`src/rtl/slice_pkg.sv`:
```
package slice_pkg;
  typedef enum logic [2:0] {
    A_PRESET = 3'd0,
    A_COUNT  = 3'd1,
    A_POS    = 3'd2,
    A_DATA   = 3'd3,
    A_SHADOW = 3'd4,
    A_RUNSET = 3'd5,
    A_RUNCLR = 3'd6
  } slice_addr_e;
endpackage

```
`src/rtl/slice_timer.sv`:
```
module slice_timer #(
  parameter int CNT_W = 32
) (
  input  logic             clk,
  input  logic             rst_n,
  input  logic             run,
  input  logic             ld,
  input  logic [CNT_W-1:0] ld_val,
  input  logic [CNT_W-1:0] preset,
  output logic [CNT_W-1:0] count,
  output logic             zero_evt
);
  function automatic logic [CNT_W-1:0] next_count(input logic [CNT_W-1:0] c,
                                                  input logic [CNT_W-1:0] p);
    return (c == '0) ? p : c - 1'b1;
  endfunction

  assign zero_evt = run && (count == '0);

  always_ff @(posedge clk) begin
    if (!rst_n)   count <= '0;
    else if (ld)  count <= ld_val;
    else if (run) count <= next_count(count, preset);
  end
endmodule

```
`src/rtl/slice_pos.sv`:
```
module slice_pos #(
  parameter int POS_W = 8
) (
  input  logic             clk,
  input  logic             rst_n,
  input  logic             step,
  input  logic             ld,
  input  logic [POS_W-1:0] ld_cur,
  input  logic [POS_W-1:0] ld_rel,
  output logic [POS_W-1:0] cur,
  output logic [POS_W-1:0] rel,
  output logic             swap_evt
);
  function automatic logic [POS_W-1:0] next_pos(input logic [POS_W-1:0] c,
                                                input logic [POS_W-1:0] r);
    return (c == '0) ? r : c - 1'b1;
  endfunction

  assign swap_evt = step && (cur == '0);

  always_ff @(posedge clk) begin
    if (!rst_n) begin
      cur <= '0;
      rel <= '0;
    end else if (ld) begin
      cur <= ld_cur;
      rel <= ld_rel;
    end else if (step) begin
      cur <= next_pos(cur, rel);
    end
  end
endmodule

```
`src/rtl/slice_data.sv`:
```
module slice_data #(
  parameter int DATA_W = 32
) (
  input  logic              clk,
  input  logic              rst_n,
  input  logic              shift_en,
  input  logic              swap_en,
  input  logic              ser_in,
  input  logic              ld_data,
  input  logic              ld_shadow,
  input  logic [DATA_W-1:0] ld_val,
  output logic [DATA_W-1:0] data,
  output logic [DATA_W-1:0] shadow
);
  function automatic logic [DATA_W-1:0] shift_in(input logic [DATA_W-1:0] d,
                                                 input logic b);
    return {b, d[DATA_W-1:1]};
  endfunction

  logic [DATA_W-1:0] shifted;
  assign shifted = shift_in(data, ser_in);

  always_ff @(posedge clk) begin
    if (!rst_n)        data <= '0;
    else if (ld_data)  data <= ld_val;
    else if (swap_en)  data <= shadow;
    else if (shift_en) data <= shifted;
  end

  always_ff @(posedge clk) begin
    if (!rst_n)         shadow <= '0;
    else if (ld_shadow) shadow <= ld_val;
    else if (swap_en)   shadow <= shifted;
  end
endmodule

```
`src/rtl/shift_slice.sv`:
```
module shift_slice #(
  parameter int DATA_W = 32,
  parameter int CNT_W  = 32,
  parameter int POS_W  = 8
) (
  input  logic              clk,
  input  logic              rst_n,
  input  logic              wr_en,
  input  logic [2:0]        wr_addr,
  input  logic [DATA_W-1:0] wr_data,
  input  logic [2:0]        rd_addr,
  output logic [DATA_W-1:0] rd_data,
  input  logic              ser_in,
  output logic              ser_out,
  output logic              swap_pulse
);
  import slice_pkg::*;

  localparam int POSR_W = 2 * POS_W;

  logic             run_q;
  logic [CNT_W-1:0] preset_q;
  logic [CNT_W-1:0] cnt_q;
  logic             zero_evt;
  logic             swap_evt;
  logic [POS_W-1:0] pos_cur;
  logic [POS_W-1:0] pos_rel;
  logic [DATA_W-1:0] data_q;
  logic [DATA_W-1:0] shadow_q;

  logic wr_preset, wr_count, wr_pos, wr_data_w, wr_shadow, wr_set, wr_clr;
  assign wr_preset = wr_en && (wr_addr == A_PRESET);
  assign wr_count  = wr_en && (wr_addr == A_COUNT);
  assign wr_pos    = wr_en && (wr_addr == A_POS);
  assign wr_data_w = wr_en && (wr_addr == A_DATA);
  assign wr_shadow = wr_en && (wr_addr == A_SHADOW);
  assign wr_set    = wr_en && (wr_addr == A_RUNSET) && wr_data[0];
  assign wr_clr    = wr_en && (wr_addr == A_RUNCLR) && wr_data[0];

  always_ff @(posedge clk) begin
    if (!rst_n) begin
      run_q      <= 1'b0;
      preset_q   <= '0;
      swap_pulse <= 1'b0;
    end else begin
      if (wr_clr)      run_q <= 1'b0;
      else if (wr_set) run_q <= 1'b1;
      if (wr_preset) preset_q <= wr_data[CNT_W-1:0];
      swap_pulse <= swap_evt;
    end
  end

  slice_timer #(.CNT_W(CNT_W)) u_timer (
    .clk(clk), .rst_n(rst_n), .run(run_q),
    .ld(wr_count), .ld_val(wr_data[CNT_W-1:0]), .preset(preset_q),
    .count(cnt_q), .zero_evt(zero_evt)
  );

  slice_pos #(.POS_W(POS_W)) u_pos (
    .clk(clk), .rst_n(rst_n), .step(zero_evt),
    .ld(wr_pos), .ld_cur(wr_data[POS_W-1:0]), .ld_rel(wr_data[POSR_W-1:POS_W]),
    .cur(pos_cur), .rel(pos_rel), .swap_evt(swap_evt)
  );

  slice_data #(.DATA_W(DATA_W)) u_data (
    .clk(clk), .rst_n(rst_n), .shift_en(zero_evt), .swap_en(swap_evt),
    .ser_in(ser_in), .ld_data(wr_data_w), .ld_shadow(wr_shadow), .ld_val(wr_data),
    .data(data_q), .shadow(shadow_q)
  );

  assign ser_out = data_q[0];

  always_comb begin
    rd_data = '0;
    case (rd_addr)
      A_PRESET: rd_data[CNT_W-1:0] = preset_q;
      A_COUNT:  rd_data[CNT_W-1:0] = cnt_q;
      A_POS:    rd_data[POSR_W-1:0] = {pos_rel, pos_cur};
      A_DATA:   rd_data = data_q;
      A_SHADOW: rd_data = shadow_q;
      A_RUNSET: rd_data[0] = run_q;
      default:  rd_data = '0;
    endcase
  end
endmodule

```
`config.mk`:
```
export PLATFORM = sky130hd
export DESIGN_NAME = shift_slice
export DESIGN_NICKNAME = d
export VERILOG_FILES = /design/src/rtl/slice_pkg.sv /design/src/rtl/slice_timer.sv /design/src/rtl/slice_pos.sv /design/src/rtl/slice_data.sv /design/src/rtl/shift_slice.sv
export SDC_FILE = /design/constraint.sdc
export NUM_CORES = 1
export LEC_CHECK = 0
export BUFFER_PORTS_ARGS = -buffer_cell sky130_fd_sc_hd__buf_2
export CAP_MARGIN = 20
export CORE_UTILIZATION = 54
export CTS_BUF_LIST = sky130_fd_sc_hd__clkbuf_4
export CTS_CLUSTER_DIAMETER = 50
export DETAILED_ROUTE_END_ITERATION = 12
export PLACE_DENSITY = 0.76
export SKIP_CTS_REPAIR_TIMING = 1
export SYNTH_ARGS = -nofsm -noshare
export SYNTH_HDL_FRONTEND = slang
export SYNTH_SLANG_ARGS = --single-unit
```
`constraint.sdc`:
```
create_clock -name clk -period 2.45 [get_ports clk]
set_input_delay 0.245 -clock clk [delete_from_list [all_inputs] [get_ports clk]]
set_output_delay 0.245 -clock clk [all_outputs]
set_load 0.01 [all_outputs]
```
# Word-level counts from Yosys, hierarchy flattened
# Index checks and enable logic that the tools add are counted.
[word_totals]
regBits = 146
latch_bits = 0
ramBits = 0
romBits = 0
inputBits = 42
output_inout_bits = 34
mem_count = 0
[op_classes]
add_sub_neg = 2
mul = 0
div_mod_pow = 0
n_lt_le_gt_ge = 0
eq_ne = 11
shifts = 0
n_mux = 14
bitwise = 1
reduce_logical = 20
[op_table]
columns = ["operator", "n"]
rows = [
  ["32-bit two-way mux", 8],
  ["15-bit case mux with 5 select lines", 1],
  ["16-bit case mux with 4 select lines", 1],
  ["32-bit zero test", 1],
  ["32-bit by 1-bit subtractor with 32-bit output, second input constant", 1],
  ["8-bit two-way mux", 3],
  ["3-bit equality test, second input constant", 5],
  ["3-bit by 2-bit equality test with 1-bit output, second input constant", 4],
  ["1-bit logical AND", 11],
  ["8-bit zero test", 1],
  ["8-bit by 1-bit subtractor with 8-bit output, second input constant", 1],
  ["3-bit by 1-bit equality test with 1-bit output, second input constant", 2],
  ["3-bit zero test", 2],
  ["1-bit case mux with 6 select lines", 1],
  ["2-bit nonzero test", 3],
  ["3-bit nonzero test", 1],
  ["2-bit OR reduction", 1],
  ["1-bit NOT", 1],
]

# Depth between registers and ports, before layout
[logic_depth]
depth_word = 5
ltp_mapped = 11
ltp_nobuf = 7

# Hierarchy
# A second synthesis with hierarchy kept.
[unflattened]
cells_unflattened = 1080
area_unflattened_um2 = 8892.3
[modules_own_cells]
columns = ["module", "instances", "cells_per_inst", "area_per_inst_um2", "seq_area_each_um2"]
rows = [
  ["slice_data", 1, 358, 3089.2, 1281.2],
  ["slice_timer", 1, 315, 2477.4, 640.6],
  ["shift_slice", 1, 305, 2423.6, 680.7],
  ["slice_pos", 1, 102, 902.1, 320.3],
]

# Worst setup path after synthesis
# Ideal clock, no wire load.
[synth_path]
kind = "register -> register"
startpoint = "reg u_timer.count[0]"
endpoint = "reg u_timer.count[10]"
t_arrival_ns = 2.388
path_slack_ns = -0.071
path_stages_with_launch = 11
period_less_slack_ns = 2.521
cell_sequence = "dfxtp_1 -> inv_1 -> ha_1 -> or4b_1 -> buf_2 -> or3_1 -> or3_1 -> clkbuf_1 -> clkbuf_1 -> o21ai_0 -> o22ai_1"
[synth_between]
elab_chain_len = 4
elab_cells_between_ends = 5
classes_between = "1 x add/sub; 3 x mux; 1 x reduce/logical"
[synth_rtl]
columns = ["item", "line_no", "source"]
rows = [
  ["start, declared", "slice_timer.sv:10", "output logic [CNT_W-1:0] count,"],
  ["start signal, assigned", "slice_timer.sv:22", "else if (ld) count <= ld_val;"],
  ["start signal, assigned", "slice_timer.sv:23", "else if (run) count <= next_count(count, preset);"],
  ["32-bit by 1-bit subtractor with 32-bit output / 32-bit zero test (equally long branches)", "slice_timer.sv:15", "return (c == '0) ? p : c - 1'b1;"],
  ["32-bit two-way mux *", "slice_timer.sv:15", ""],
  ["32-bit two-way mux *", "slice_timer.sv:23", ""],
  ["32-bit two-way mux *", "slice_timer.sv:22", ""],
]
# Every way passes the cells marked *; elsewhere a longest branch is shown, timed or not. The select of a mux whose other input is x is not followed.
# A chain may end at the register's enable or synchronous reset.

# Worst setup path after layout
[layout_path]
startpoint = "reg u_timer.count[1]"
endpoint = "reg u_data.data[7]"
[layout_between]
elab_chain_len = 5
elab_cells_between_ends = 6
classes_between = "2 x mux; 4 x reduce/logical"
[layout_rtl]
columns = ["item", "line_no", "source"]
rows = [
  ["32-bit zero test *", "slice_timer.sv:18", "assign zero_evt = run && (count == '0);"],
  ["1-bit logical AND *", "slice_timer.sv:18", ""],
  ["1-bit logical AND", "slice_pos.sv:19", "assign swap_evt = step && (cur == '0);"],
  ["32-bit two-way mux", "slice_data.sv:26", "else if (swap_en) data <= shadow;"],
  ["32-bit two-way mux", "slice_data.sv:25", "else if (ld_data) data <= ld_val;"],
  ["end signal, assigned", "slice_data.sv:25", ""],
  ["end signal, assigned", "slice_data.sv:26", ""],
  ["end signal, assigned", "slice_data.sv:27", "else if (shift_en) data <= shifted;"],
  ["end, declared", "slice_data.sv:12", "output logic [DATA_W-1:0] data,"],
]
# Every way passes the cells marked *; elsewhere a longest branch is shown, timed or not.

==> metrics.cfg <==
[pwr]
vdd_drop_max_uv=452
p_switching_w=0.00236
seqPwrFrac=0.399
power_frac_clock=0.270
p_sw_frac=0.362
p_leak_nw=4.00
power_density_mw_per_mm2=641
p_int_w=0.00416
pwr-share-comb=0.331

[worst_setup_path]
crit_path_max_incr_delay_ns=0.49
worst-path-buf-inv=3
crit_fanout=7
critical-path-slowest-cell=or4b_4
path_cells=inv_2 -> ha_4 -> or4b_4 -> or2_4 -> nor4_4 -> buf_4 -> clkbuf_16 -> nor2_1 -> o31ai_1
cp-end-kind=register
arrival_ns=3.08
start_kind=register
path_class=register to register
cpLargestDelayFamily=simple AND/OR/NAND/NOR gates
crit_required_ns=2.92

[synthesis]
syn_avg_cell_area_um2=7.19
syn-num-nets=1193
synth_seq_cells=146
async_flop_share=0
synthAdderAreaFrac=0.00303
ys_seq_area_frac=0.354
yosys.area.top_type=dfxtp_1
synthMuxAreaShare=0.0273
synth_top_cell_area_share=0.354
synthCells=1149
synth_area_leaders=dfxtp_1 35%, nand2_1 12%, a21oi_1 4.7%
synth_xor_area_frac=0.0212
yosys.area_share.simple=0.291
synth_cell_types=58
synth_top_family_by_area=simple AND/OR/NAND/NOR gates
synth-edff-count=0
ys_warn_count=0
synth_area_mm2=0.00826
synth_compound_area_frac=0.249
synthFlopType=dfxtp_1

[timing]
slew_violations=0
worstMarginPinSlew_ns=0.605
period_share=1.06
finalHoldViolCount=0
finalSetupViolations=41
tns_ns=-3.27
rsz0062_at_grt=true
slew-limit-headroom=0.596
min_period_ns=2.60
timing.fmax_mhz=384
worst_slack_ns=-0.154
skew_ns=0.0193

[layout]
post-route-cell-area_mm2=0.0102
drive_above_1_share=0.197
fin_nets=1313
syn2layout_area_growth_pct=23.1
fin_cells=1468

[die]
die_area_mm2=0.0158
die_height_um=126
start_util=0.560
row_count=44
ios=76
core_area_mm2=0.0148
die_w_um=126

[run_status]
outcome=complete, but fails checks
violations=design-rule violations, negative setup slack

[routing]
wl_per_cell_um=22.0
drc_errors=4
drt_pre_antenna_iters=10
vias=9935
avgViaCountPerCell=6.77
wl_um=32400
postRouteAntennaNets=0
drtIter0Drc=1467

[global_route]
grt_pass1_wl_um=47000
use_met3=0.102
grt_max_degree=60
use_met2=0.569
first_global_vias=8727
grt-busiest-layer=met2
grt.met1_usage=0.521
grt_use_total=0.381
gr-total-overflow=0
antenna_found_initial=2

[cts]
cts_tree=yes
clock_sinks=146
cts-htree-levels=4
cts.clk_slew.worst_paths_ns=0.14
cts_root_buf=clkbuf_4
clock_latency_ns=0.57
clk_path_buf_depth=2
numCtsBuffers=17

[job]
cap_violations=0

[placement]
dp_hpwl_um=20300
port_buffers=75
place_area_mm2=0.00917
place_congestion=0.967
dp_cells=1388

[worst_hold_path]
hold_class=input port to register

-- cell type report --
cell class / count / area, um^2
multi-input cells: 887 / 5070
flip-flops and latches: 146 / 2930
well taps: 184 / 230
fillers: 1280 / 4590
inverters: 15 / 56.3
clock buffers: 18 / 135
diodes: 2 / 5.00
repair buffers: 202 / 1560
clock inverters: 14 / 188
-- kinds of logic after synthesis --
kind of cell / after synthesis
xor+xnor: 20
flops: 146
simple gates: 521
buf+inv: 116
mux: 21
fa+ha+maj: 2
compound gates: 323
-- metrics by stage --
step                      power [W]   util  worst slack [ns]  hold slack (ns)
after floorplan             0.00382      -          -0.00428            0.353
after global placement      0.00454  0.622           -0.0664            0.460
after detailed placement    0.00456  0.622            -0.109            0.465
after CTS                   0.00629  0.643            -0.136          -0.0977
after global routing        0.00676  0.689            -0.231           0.0666
final                       0.00652  0.689            -0.154           0.0910
-- path summary, 6_finish.rpt --
path,from,to,slack [ns],cells past startpoint
worst min register to register,preset_q[20]$_SDFFE_PN0P_,preset_q[20]$_SDFFE_PN0P_,0.48,2
worst min-delay path,wr_addr[1],run_q$_SDFFE_PP0P_,0.09,3
worst max-delay path,u_timer.count[1]$_SDFFE_PN0P_,u_data.data[7]$_SDFFE_PN0P_,-0.15,9
worst max register to register,u_timer.count[1]$_SDFFE_PN0P_,u_data.data[7]$_SDFFE_PN0P_,-0.15,9
-- layer usage --
metal | wire, um | part of all wire | up-vias
met1 | 12600 | 0.39 | 4666
li1 | - | - | 4394
met5 | 0 | 0 | -
met3 | 4400 | 0.14 | 137
met2 | 14000 | 0.43 | 738
met4 | 1320 | 0.041 | 0
-- tightest hold or removal path: stages --
cell,delay (ns)
buf_2,0.19
a21o_1,0.12
a21oi_1,0.05
-- sequential cells by signal (all words and copies together) (netlist names) --
| signal | flops |
|---|---|
| preset_q | 32 |
| u_data.data | 32 |
| u_data.shadow | 32 |
| u_timer.count | 32 |
| u_pos.cur | 8 |
| u_pos.rel | 8 |
| run_q | 1 |
| swap_pulse | 1 |
-- cell usage after synthesis (9+ instances only) --
cell type  number
or3_1          10
o21ai_0        69
and3_1         57
dfxtp_1       146
nor3_1         25
xor2_1         14
nand2_1       259
buf_2           9
mux2i_1        18
a31oi_1        43
nand4_1        10
clkbuf_1       87
o22ai_1        15
nand3_1        44
a221o_1        14
o31ai_1        36
inv_1          15
a22oi_1        33
nor4_1         16
a21oi_1        77
nor2_1         71
-- power by group through the flow --
stage	clock, W	combinational [W]	sequential, W
after floorplan	0	0.00122	0.00261
after global placement	0	0.00190	0.00264
after detailed placement	0	0.00192	0.00264
after CTS	0.00177	0.00193	0.00259
after global routing	0.00187	0.00227	0.00261
final	0.00176	0.00216	0.00260
-- layout by cell type, fill, tap and decap left out, drive strengths merged, types with 5 or more instances in the layout --
| master | instances |
|---|---|
| a21oi | 77 |
| a221o | 14 |
| a22oi | 33 |
| a31oi | 43 |
| and2 | 5 |
| and3 | 57 |
| buf | 165 |
| clkbuf | 22 |
| clkinv | 6 |
| dfxtp | 146 |
| dlygate4sd3 | 33 |
| inv | 16 |
| mux2i | 18 |
| nand2 | 259 |
| nand3 | 44 |
| nand4 | 10 |
| nor2 | 71 |
| nor3 | 25 |
| nor4 | 18 |
| o211ai | 8 |
| o21ai | 69 |
| o22ai | 15 |
| o31ai | 36 |
| o32ai | 8 |
| or3 | 10 |
| or4 | 8 |
| xnor2 | 6 |
| xor2 | 14 |
No activity file was read; power rests on OpenSTA's default activity.
